[src/rtl/imm_pkg.sv]
package imm_pkg;

    localparam int WORD_W  = 40;
    localparam int IMM_W   = 10;
    localparam int CNT_W   = 2;
    localparam int MAX_EXT = (1 << CNT_W) - 1;
    localparam int FULL_W  = IMM_W + MAX_EXT * WORD_W;
    localparam int VAL_W   = 64;
    localparam int NSIZE   = 4;
    localparam int SZ_W    = $clog2(NSIZE);
    localparam int WCNT_W  = $clog2(MAX_EXT + 2);
    localparam int CNT_LSB = IMM_W;

    typedef enum logic [SZ_W-1:0] {
        SZ_8  = 2'd0,
        SZ_16 = 2'd1,
        SZ_32 = 2'd2,
        SZ_64 = 2'd3
    } opsz_e;

    typedef enum logic {
        ST_IDLE = 1'b0,
        ST_EXT  = 1'b1
    } seq_st_e;

    typedef struct packed {
        logic             take_base;
        logic             take_ext;
        logic             finish;
        logic             abort;
        logic [CNT_W-1:0] slot;
        logic [CNT_W-1:0] n_ext;
    } seq_ctl_t;

    function automatic logic [FULL_W-1:0] sext_full(
        input logic [FULL_W-1:0] raw,
        input logic [CNT_W-1:0]  n
    );
        logic [FULL_W-1:0] res;
        int top;
        top = IMM_W + WORD_W * int'(n) - 1;
        for (int i = 0; i < FULL_W; i++) begin
            res[i] = (i <= top) ? raw[i] : raw[top];
        end
        return res;
    endfunction

endpackage

[src/rtl/imm_seq.sv]
module imm_seq
    import imm_pkg::*;
(
    input  logic             clk,
    input  logic             rst,
    input  logic             take,
    input  logic             first,
    input  logic [CNT_W-1:0] base_cnt,
    output seq_ctl_t         ctl
);

    seq_st_e          st_q;
    logic [CNT_W-1:0] remain_q;
    logic [CNT_W-1:0] total_q;

    always_comb begin
        ctl           = '0;
        ctl.take_base = take & first;
        ctl.take_ext  = take & ~first & (st_q == ST_EXT);
        ctl.abort     = ctl.take_base & (st_q == ST_EXT);
        ctl.slot      = total_q - remain_q;
        ctl.finish    = (ctl.take_base & (base_cnt == '0))
                      | (ctl.take_ext & (remain_q == CNT_W'(1)));
        ctl.n_ext     = ctl.take_base ? base_cnt : total_q;
    end

    always_ff @(posedge clk) begin
        if (rst) begin
            st_q     <= ST_IDLE;
            remain_q <= '0;
            total_q  <= '0;
        end else if (ctl.take_base) begin
            total_q  <= base_cnt;
            remain_q <= base_cnt;
            st_q     <= (base_cnt != '0) ? ST_EXT : ST_IDLE;
        end else if (ctl.take_ext) begin
            remain_q <= remain_q - CNT_W'(1);
            if (remain_q == CNT_W'(1)) begin
                st_q <= ST_IDLE;
            end
        end
    end

    AST_EXT_REMAIN_NONZERO: assert property (@(posedge clk) disable iff (rst)
        (st_q == ST_EXT) |-> (remain_q != '0));

    AST_SLOT_IN_RANGE: assert property (@(posedge clk) disable iff (rst)
        (st_q == ST_EXT) |-> (remain_q <= total_q));

endmodule

[src/rtl/imm_accum.sv]
module imm_accum
    import imm_pkg::*;
(
    input  logic              clk,
    input  logic              rst,
    input  seq_ctl_t          ctl,
    input  logic [WORD_W-1:0] word,
    input  logic [SZ_W-1:0]   opsz_in,
    output logic [FULL_W-1:0] raw_next,
    output logic [SZ_W-1:0]   opsz_eff
);

    logic [FULL_W-1:0] raw_q;
    logic [SZ_W-1:0]   opsz_q;
    logic [MAX_EXT-1:0] slot_we;

    for (genvar g = 0; g < MAX_EXT; g++) begin : g_slot
        assign slot_we[g] = ctl.take_ext & (ctl.slot == CNT_W'(g));
    end

    always_comb begin
        raw_next = raw_q;
        if (ctl.take_base) begin
            raw_next = '0;
            raw_next[IMM_W-1:0] = word[IMM_W-1:0];
        end else begin
            for (int k = 0; k < MAX_EXT; k++) begin
                if (slot_we[k]) begin
                    raw_next[IMM_W + k*WORD_W +: WORD_W] = word;
                end
            end
        end
    end

    assign opsz_eff = ctl.take_base ? opsz_in : opsz_q;

    always_ff @(posedge clk) begin
        if (rst) begin
            raw_q  <= '0;
            opsz_q <= '0;
        end else begin
            raw_q  <= raw_next;
            opsz_q <= opsz_eff;
        end
    end

    AST_ONE_SLOT_WRITE: assert property (@(posedge clk) disable iff (rst)
        $onehot0(slot_we));

endmodule

[src/rtl/imm_sizer.sv]
module imm_sizer
    import imm_pkg::*;
(
    input  logic [FULL_W-1:0] full_i,
    input  logic [SZ_W-1:0]   opsz,
    output logic [VAL_W-1:0]  value
);

    logic [VAL_W-1:0] cand [NSIZE];

    for (genvar g = 0; g < NSIZE; g++) begin : g_sz
        localparam int W = 8 << g;
        if (W >= VAL_W) begin : g_wide
            assign cand[g] = full_i[VAL_W-1:0];
        end else begin : g_narrow
            assign cand[g] = {{(VAL_W-W){full_i[W-1]}}, full_i[W-1:0]};
        end
    end

    assign value = cand[opsz];

endmodule

[src/rtl/imm_assembler.sv]
module imm_assembler
    import imm_pkg::*;
(
    input  logic              clk,
    input  logic              rst,
    input  logic              in_valid,
    output logic              in_ready,
    input  logic              in_first,
    input  logic [WORD_W-1:0] in_word,
    input  logic [SZ_W-1:0]   in_opsz,
    output logic              done_o,
    output logic              err_o,
    output logic [FULL_W-1:0] full_o,
    output logic [VAL_W-1:0]  value_o,
    output logic [WCNT_W-1:0] words_o
);

    seq_ctl_t          ctl;
    logic [FULL_W-1:0] raw_next;
    logic [FULL_W-1:0] full_next;
    logic [SZ_W-1:0]   opsz_eff;
    logic [VAL_W-1:0]  sized;

    assign in_ready = 1'b1;

    imm_seq i_seq (
        .clk      (clk),
        .rst      (rst),
        .take     (in_valid & in_ready),
        .first    (in_first),
        .base_cnt (in_word[CNT_LSB +: CNT_W]),
        .ctl      (ctl)
    );

    imm_accum i_accum (
        .clk      (clk),
        .rst      (rst),
        .ctl      (ctl),
        .word     (in_word),
        .opsz_in  (in_opsz),
        .raw_next (raw_next),
        .opsz_eff (opsz_eff)
    );

    assign full_next = sext_full(raw_next, ctl.n_ext);

    imm_sizer i_sizer (
        .full_i (full_next),
        .opsz   (opsz_eff),
        .value  (sized)
    );

    always_ff @(posedge clk) begin
        if (rst) begin
            done_o  <= 1'b0;
            err_o   <= 1'b0;
            full_o  <= '0;
            value_o <= '0;
            words_o <= '0;
        end else begin
            done_o <= ctl.finish;
            err_o  <= ctl.abort;
            if (ctl.finish) begin
                full_o  <= full_next;
                value_o <= sized;
                words_o <= WCNT_W'(ctl.n_ext) + WCNT_W'(1);
            end
        end
    end

    AST_LOW_BYTE_AGREES: assert property (@(posedge clk) disable iff (rst)
        done_o |-> (value_o[7:0] == full_o[7:0]));

    AST_TOP_SIGN_COPY: assert property (@(posedge clk) disable iff (rst)
        done_o |-> (full_o[FULL_W-1] == full_o[IMM_W + WORD_W*(int'(words_o)-1) - 1]));

    AST_WORDS_RANGE: assert property (@(posedge clk) disable iff (rst)
        done_o |-> (words_o >= WCNT_W'(1) && words_o <= WCNT_W'(MAX_EXT+1)));

    AST_DONE_AFTER_ACCEPT: assert property (@(posedge clk) disable iff (rst)
        done_o |-> $past(in_valid));

    AST_ERR_FROM_BASE: assert property (@(posedge clk) disable iff (rst)
        err_o |-> $past(in_valid && in_first));

    AST_HOLD_WITHOUT_DONE: assert property (@(posedge clk) disable iff (rst)
        !done_o |=> (done_o || $stable(value_o)));

endmodule

[config.mk]
export PLATFORM = sky130hd
export DESIGN_NAME = imm_assembler
export DESIGN_NICKNAME = d
export VERILOG_FILES = /design/src/rtl/imm_pkg.sv /design/src/rtl/imm_seq.sv /design/src/rtl/imm_accum.sv /design/src/rtl/imm_sizer.sv /design/src/rtl/imm_assembler.sv
export SDC_FILE = /design/constraint.sdc
export NUM_CORES = 1
export LEC_CHECK = 0
export ABC_AREA = 1
export BUFFER_PORTS_ARGS = -buffer_cell sky130_fd_sc_hd__buf_2
export CAP_MARGIN = 0
export CORE_UTILIZATION = 40
export CTS_CLUSTER_DIAMETER = 120
export DETAILED_ROUTE_END_ITERATION = 16
export GPL_TIMING_DRIVEN = 0
export PLACE_DENSITY = 0.68
export RECOVER_POWER = 100
export SETUP_SLACK_MARGIN = 0.05
export SYNTH_ARGS = -nofsm -noshare
export SYNTH_HDL_FRONTEND = slang
export SYNTH_SLANG_ARGS = --single-unit
[constraint.sdc]
create_clock -name clk -period 5.2 [get_ports clk]
set_input_delay 0.26 -clock clk [delete_from_list [all_inputs] [get_ports clk]]
set_output_delay 0.26 -clock clk [all_outputs]
set_load 0.01 [all_outputs]
==> Word level (Yosys, flattened, before mapping) <==
Index checks and enable logic that the tools add are counted.
{ "totals": {"reg_bits": 336, "latch_bits": 0, "ram_bits": 0, "rom_bits": 0, "input_bits": 46, "out_inout_bits": 200, "wordCells": 318, "memories": 0} }
{ "classes": {"addsub": 5, "multipliers": 1, "div": 0, "n_lt_le_gt_ge": 132, "n_eq_ne": 3, "shifts": 0, "muxes": 149, "bitwise_logic": 12, "n_reduce_logical": 6} }
{ "op_table": {"columns": ["operator", "n"], "rows": [
  ["$le 8x10->1 const A", 64],
  ["$le 7x10->1 const A", 32],
  ["$le 6x10->1 const A", 16],
  ["$mux 1", 136],
  ["$bmux 64 s2", 1],
  ["$mux 64", 2],
  ["$mux 120", 1],
  ["$mux 40", 3],
  ["$le 5x10->1 const A", 8],
  ["$le 4x10->1 const A", 4],
  ["$le 3x10->1 const A", 2],
  ["$le 9x10->1 const A", 2],
  ["$le 1x10->1 const A", 1],
  ["$le 2x10->1 const A", 1],
  ["$lt 10x10->1 const B", 1],
  ["$mux 10", 1],
  ["$sub 9x1->10 const B", 1],
  ["$add 4x8->9 const A", 1],
  ["$and 1x1->1", 9],
  ["$bmux 1 s8", 1],
  ["$mux 2", 4],
  ["$reduce_bool 2->1", 3],
  ["$mul 3x2->5 const A", 1],
  ["$eq 2x1->1 const B", 2],
  ["10 further kinds", 11]
]} }

==> Depth between registers and ports, before layout <==
Gate-level depths: netlist of the first run.
{ "depth": {"depth_word": 13, "depth_mapped": 27, "mapped_depth_nobuf": 24} }

==> Hierarchy <==
From an unflattened synthesis of the first run, not the netlist that was laid out.
{ "hier_totals": {"cells_unflattened": 2653, "hier_area_um2": 16442.0} }
{ "modules_own_cells": {"columns": ["module", "instances", "cells_per_inst", "area_per_inst_um2", "seq_area_each_um2"], "rows": [
  ["imm_assembler", 1, 1382, 8998.6, 3983.8],
  ["imm_accum", 1, 1010, 6253.5, 2642.5],
  ["imm_sizer", 1, 210, 859.6, 0.0],
  ["imm_seq", 1, 51, 330.3, 100.1]
]} }

==> Worst setup path before layout of the first run <==
No wires, ideal clock.
{ "synth_path": {"path_kind": "input port to flip-flop", "from": "in in_valid", "to": "reg value_o[24]", "setup_ps": 122, "arrival_time_ps": 3994, "t_required_ps": 5078, "path_slack_ps": 1085, "path_stages": 20, "n_path_buf": 7, "cell_sequence": "nand2_1 > buf_2 > buf_2 > buf_2 > nor2_1 > a21oi_1 > clkinv_1 > clkbuf_1 > ha_1 > inv_1 > clkbuf_1 > nor2_1 > ha_1 > xor2_1 > or2_2 > a21oi_2 > nor2_2 > buf_6 > buf_6 > a21oi_2"} }
{ "synth_rtl": {"columns": ["element", "line_no", "rtl"], "rows": [
  ["start, declared", "imm_assembler.sv:6", "input logic in_valid,"],
  ["end signal, assigned", "imm_assembler.sv:65", "value_o <= sized;"],
  ["end, declared", "imm_assembler.sv:14", "output logic [VAL_W-1:0] value_o,"]
]} }

==> reports/metrics.yaml, run 1 <==
timing:
  worst_slew_pin_slew_ns: 0.948
  hold_viol: 0
  finalMaxSlewViolations: 0
  fin_skew_ns: 0.0252
  fmax_mhz: 199
  fin_crit_sh_pct: 96.6
  slew_headroom_pct: 36.8
  min_period_ns: 5.02
  hold-worst-slack_ns: 0.00409
  setup_viol: 0
  rsz0062_at_grt: "false"
floorplanning:
  core_mm2: 0.0345
  die_w_um: 189
  initial_core_util_pct: 40.6
  pin_count: 246
  die_area_mm2: 0.0358
  rows: 68
  die_h_um: 189
route:
  drt-initial-drc-count: 1350
  routed_wl_mm: 53.0
  vias: 14000
  dr.pass1.iters: 5
  drcViolationCount: 0
  wire_per_inst_um: 20.4
  drtAntennaViolNets: 0
  via_per_inst: 5.41
clock_tree:
  cts_setup_buffers: 0
  insertion_delay_ns: 0.53
  root_buffer: "clkbuf_16"
  cts_max_level: 2
  cts-hold-fix-buffers: 0
  cts_tree: "yes"
  cts_made_buffers: 37
  cts_buffer_depth: 3
  path_clk_slew_ns: 0.06
  cts_num_sinks: 328
yosys:
  syn-cell-area_mm2: 0.0140
  ys_warn_count: 0
  synth_common_cells: "dfxtp_1, nand2_1, o21ai_0"
  synthCells: 1832
  ys.flop_type: "dfxtp_1"
  seq_area_frac_synth_pct: 46.8
  netlist_top_cells_area: "dfxtp_1, o21ai_0, nand2_1"
  post-synth-top-area-fraction_pct: 46.8
  synthesis.nets: 1887
  async_flop_share_pct: 0
  synth_edf_count: 0
  synthDistinctLibCells: 35
  avgSynthCellArea_um2: 7.66
  yosys.area.top_type: "dfxtp_1"
  yosysMostFrequentCell: "dfxtp_1"
  synth_seq_cells: 328
cells_and_area:
  drive_above_1_share_pct: 10.6
  fill_cells: 3592
  stdcell_count: 2598
  fin_nets: 2170
  fin_util_pct: 48.2
  area_growth_pct: 18.6
setup_path:
  worstSetupStartpointType: "input port"
  path_delay_family: "buffers and inverters"
  path_max_fanout: 12
  r2r-end: "value_o[32]"
  path_common_cell: "buf_2"
  crit_arrival_ns: 5.43
  path_buf_inv: 10
  crit_chain: "clkbuf_1 -> nand2_1 -> buf_2 -> buf_2 -> buf_2 -> nor2_1 -> a21oi_4 -> clkinv_2 -> clkbuf_1 -> ha_1 -> inv_1 -> clkbuf_2 -> nor2_1 -> ha_1 -> xor2_2 -> or2_2 -> a21oi_1 -> nor2_2 -> buf_6 -> buf_6 -> a21oi_1"
  r2r-start: "i_seq.total_q[1]"
  reg2reg_slack_ns: 0.78
  required_ns: 5.60
  worst-setup-path-type: "in2reg"
  endpoint_kind: "register"
  r2r_cells: 15
  critPathMaxStageDelay_ns: 0.45
  cpMaxStageDelayCell: "ha_1"
grt:
  grt_pass1_wl_mm: 77.9
  grt_overflow: 0
  grt_antenna_before_repair: 0
  grt_pass1_vias: 13200
  grt_max_degree: 14
  track_usage_pct: 28.7
worst_hold_path:
  whs_path_depth: 3
  hold_end: "err_o"
  hold_path.class: "in2reg"
  hp-start: "in_first"
status:
  outcome: "completed"
run:
  maxCapViolCount: 0
power_and_ir_drop:
  power_density_mw_per_mm2: 362
  p_leak_nw: 7.02
  vdd_drop_max_mv: 0.177
placed_design:
  placedCellCount: 2531
  hpwlAfterDp_mm: 40.2
  gp_congestion: 0.949
  io_buffers: 244
worst register-to-register path, cell delays in order (launching register included):
cell and delay, ns:
dfxtp_1 0.38, a21oi_4 0.40, clkinv_2 0.28, clkbuf_1 0.37, ha_1 0.45, inv_1 0.24
clkbuf_2 0.29, nor2_1 0.08, ha_1 0.34, xor2_2 0.46, or2_2 0.25, a21oi_1 0.09
nor2_2 0.21, buf_6 0.22, buf_6 0.17, a21oi_1 0.08
worst max path at each step:
| stage | slack [ns] | from | endpoint | depth (start not counted) |
|---|---|---|---|---|
| floorplan | 1.08 | in_valid | value_o[24] | 20 |
| global placement | -1.25 | in_valid | value_o[48] | 21 |
| detailed placement | -1.27 | in_valid | value_o[32] | 21 |
| CTS | 0.23 | in_valid | value_o[32] | 21 |
| global route | 0.06 | in_valid | full_o[25] | 25 |
| finish | 0.18 | in_valid | value_o[32] | 21 |
registers in the layout, summed over array words and instances, names as in the netlist:
name,flops
i_accum.raw_q,130
value_o,56
i_seq.total_q,2
done_o,1
i_seq.st_q,1
i_seq.remain_q,2
words_o,3
full_o,130
err_o,1
i_accum.opsz_q,2
power by group:
part	total, mW	switching [mW]	internal [mW]
combinational	0.769	0.568	0.200
clock	2.62	1.06	1.55
sequential	2.63	0.0440	2.59
layer usage:
metal / vias to the layer above / global-route usage (%) / share of wire (%)
met1: 6666 / 37.8 / 43
li1: 6618 / - / -
met5: - / 0 / 0
met2: 618 / 46.0 / 45
met3: 142 / 4.49 / 7.8
met4: 0 / 13.5 / 4.7
area by class of cell:
| type | count | area (um2) | area share, % |
|---|---|---|---|
| sequential | 328 | 6570 | 39.5 |
| multi-input combinational | 1213 | 6140 | 36.9 |
| clock buffer | 58 | 1140 | 6.83 |
| timing repair buffer | 244 | 976 | 5.86 |
| buffer | 158 | 677 | 4.07 |
| tap | 455 | 569 | 3.42 |
| inverter | 133 | 500 | 3.01 |
| clock inverter | 8 | 68.8 | 0.414 |
| antenna | 1 | 2.50 | 0.0150 |
cells in the final DEF, fill, tap and decap left out, types with 3 or more instances in the layout:
cell type | netlist | layout
inv_2 | 6 | 5
mux2i_1 | 6 | 6
nand4_1 | 13 | 13
clkinv_2 | 0 | 7
o21ai_0 | 275 | 276
o21bai_1 | 79 | 79
nand2_1 | 312 | 317
a21oi_2 | 22 | 3
or2_2 | 71 | 71
o21a_1 | 13 | 13
buf_1 | 13 | 5
a31oi_1 | 52 | 52
buf_4 | 10 | 5
buf_6 | 9 | 4
dfxtp_1 | 328 | 328
o211ai_1 | 26 | 26
ha_1 | 9 | 9
clkbuf_2 | 0 | 4
nand2_2 | 12 | 8
buf_2 | 19 | 57
a21oi_1 | 69 | 87
nor2_1 | 143 | 145
clkbuf_16 | 0 | 39
nand3_1 | 86 | 90
clkbuf_4 | 0 | 5
inv_1 | 126 | 127
clkbuf_8 | 0 | 9
clkbuf_1 | 107 | 332
o311ai_0 | 4 | 4
cells by family after synthesis:
family,count (synthesis),synth area share [%]
and+or+nand+nor,651,20.5
muxes,6,0.428
AOI/OAI and AO/OA,544,22.7
xor gates and xnor gates,2,0.125
other,1,0.0267
adders and majority gates,9,0.802
buffers and inverters,291,8.70
DFF,328,46.8
repair_timing:
| action | in CTS | in global routing |
|---|---|---|
| pin swaps | 0 | 0 |
| endpoints found under the hold margin | 0 | 0 |
| gates resized for setup | 4 | 4 |
| endpoints found under the setup margin | 88 | 46 |
per-stage QoR:
stage                     power (mW)  TNS (ns)  setup WS (ns)  area [um2]
after global routing            6.21         0         0.0557       16600
after detailed placement        3.47   -104.14          -1.27       15800
after floorplan                 3.14         0           1.08       14000
after CTS                       6.05         0          0.233       17100
after global placement          3.46   -105.29          -1.25       15800
final                           6.02         0          0.179       16600
No activity file was read; power rests on OpenSTA's default activity.
==> run 2, diff against run 1 <==
Settings changed: CORE_UTILIZATION 40 to 49, PLACE_DENSITY 0.68 to 0.82.
Clock period 5.2 ns to 4.6 ns, I/O delays scaled along.
==> run 2 against run 1 <==
Sequential power is 13% higher. First-iteration DRC count increased by 25%. Non-clock buffer count is 1 higher. Sequential cell count did not move. Critical path depth up 5. Global-route usage is 5.3 points higher. Register-to-register slack worse by 0.03 ns. Hold slack better by 0.053 ns. Via count increased by 2.7%. Die area decreased by 18%. Final cell count is 3.1% lower. Combinational power grew 16%. Largest cell class unchanged. Largest power group unchanged.
==> reports/metrics.yaml, run 2 (synthesis gave the netlist of run 1 again) <==
floorplanning:
  initial_core_util_pct: 50.1
  rows: 61
  core_mm2: 0.0280
  die_area_mm2: 0.0293
  pin_count: 246
  die_h_um: 171
  die_w_um: 171
grt:
  grt_overflow: 0
  grt_antenna_before_repair: 2
  grt_pass1_vias: 13100
  grt_pass1_wl_mm: 74.9
  grt_max_degree: 21
  track_usage_pct: 34.0
timing:
  slew_headroom_pct: 26.8
  fin_crit_sh_pct: 97.2
  min_period_ns: 4.47
  fmax_mhz: 224
  tns_ns: 0
  worst_slew_pin_slew_ns: 1.10
  fin_skew_ns: 0.0234
  fin_ws_ns: 0.130
  rsz0062_at_grt: "false"
  finalMaxSlewViolations: 0
  hold_viol: 0
  setup_viol: 0
status:
  outcome: "completed"
route:
  dr.pass1.iters: 6
  wire_per_inst_um: 20.3
  via_per_inst: 5.73
  drcViolationCount: 0
  drt-initial-drc-count: 1687
  drtAntennaViolNets: 0
  vias: 14400
  routed_wl_mm: 51.1
cells_and_area:
  layout_common_cells: "dfxtp_1, clkbuf_1, nand2_1, o21ai_0, nor2_1"
  area_growth_pct: 17.8
  fin_util_pct: 59.0
  fill_cells: 2653
  seqCellArea_mm2: 0.00657
  drive_above_1_share_pct: 11.0
  final_common_cell: "dfxtp_1"
  fin_nets: 2169
  multiInputGateArea_mm2: 0.00618
  largestRegisters: "full_o: 130 flops, i_accum.raw_q: 130 flops, value_o: 56 flops"
setup_path:
  required_ns: 5.00
  worst-setup-path-type: "in2reg"
  crit_arrival_ns: 4.87
  path_max_fanout: 12
  endpoint_kind: "register"
  worstSetupStartpointType: "input port"
placed_design:
  pre_cts_slack_ns: -1.74
  io_buffers: 244
  hpwlAfterDp_mm: 38.0
  gp_congestion: 0.981
run:
  maxCapViolCount: 0
clock_tree:
  cts_made_buffers: 35
  insertion_delay_ns: 0.53
  cts_num_sinks: 328
  cts_max_level: 2
  root_buffer: "clkbuf_16"
  path_clk_slew_ns: 0.06
  cts_tree: "yes"
  cts_buffer_depth: 3
power_and_ir_drop:
  vdd_drop_max_mv: 0.236
  power_density_mw_per_mm2: 404
  p_leak_nw: 7.00
worst_hold_path:
  hold_path.class: "in2reg"
## run 2: layout make-up
cell class                      instances  share of cell area [%]
Clock inverter                         10                   0.651
Sequential cell                       328                    39.7
Antenna cell                            4                  0.0605
Inverter                              133                    3.03
Buffer                                157                    4.14
Tap cell                              378                    2.86
Clock buffer                           49                    6.16
Multi-Input combinational cell       1213                    37.4
Timing Repair Buffer                  246                    6.00
## run 2: report_power, final
part	switching, mW	internal, mW	leakage (nW)
Combinational	0.660	0.234	3.78
Sequential	0.0479	2.93	2.66
Clock	1.16	1.65	0.563
## run 2: path summary, 6_finish.rpt
check | start | endpoint | slack, ns | cells after the start
max | in_valid | full_o[26] | 0.13 | 26
min | in_opsz[0] | i_accum.opsz_q[0] | 0.06 | 3
max reg2reg | i_seq.total_q[1] | value_o[24] | 0.75 | 15
min reg2reg | full_o[31] | full_o[31] | 0.47 | 2
## run 2: critical path, stage by stage
cell      delay [ns]
clkbuf_1        0.10
nand2_1         0.09
buf_2           0.25
buf_2           0.29
buf_2           0.38
nor2_1          0.17
a21oi_4         0.21
clkbuf_2        0.28
buf_2           0.36
ha_1            0.42
inv_1           0.23
a21oi_1         0.06
o21ai_0         0.08
nand2_1         0.09
nand2_1         0.06
nand2_1         0.05
inv_1           0.04
nand2_1         0.07
nand2_2         0.09
nand2_4         0.15
nand2_2         0.11
buf_6           0.14
buf_2           0.21
o21ai_0         0.35
o21bai_1        0.27
inv_1           0.05
## run 2: timing repair
action | CTS | global route
hold endpoints to repair | 1 | 0
setup buffers | 0 | 1
resized for setup | 8 | 2
cloned | 0 | 0
hold buffers | 1 | 0
setup endpoints to repair | 176 | 70
## run 2: per-stage QoR
step	hold WS, ns	cell area (um2)	total power [mW]	std cells
global route	0.0912	16500	6.86	2515
finish	0.0575	16500	6.68	2518
floorplan	0.325	14000	3.55	1832
CTS	0.0604	16900	6.66	2513
global placement	0.454	15700	3.90	2454
detailed placement	0.459	15700	3.92	2454
## run 2: routing by layer
metal	GRT usage, %	vias up	wire [um]
li1	-	6618	-
met1	44.9	6747	20200
met2	53.2	864	22300
met3	5.94	195	5640
met4	18.1	0	2930
met5	0	-	0
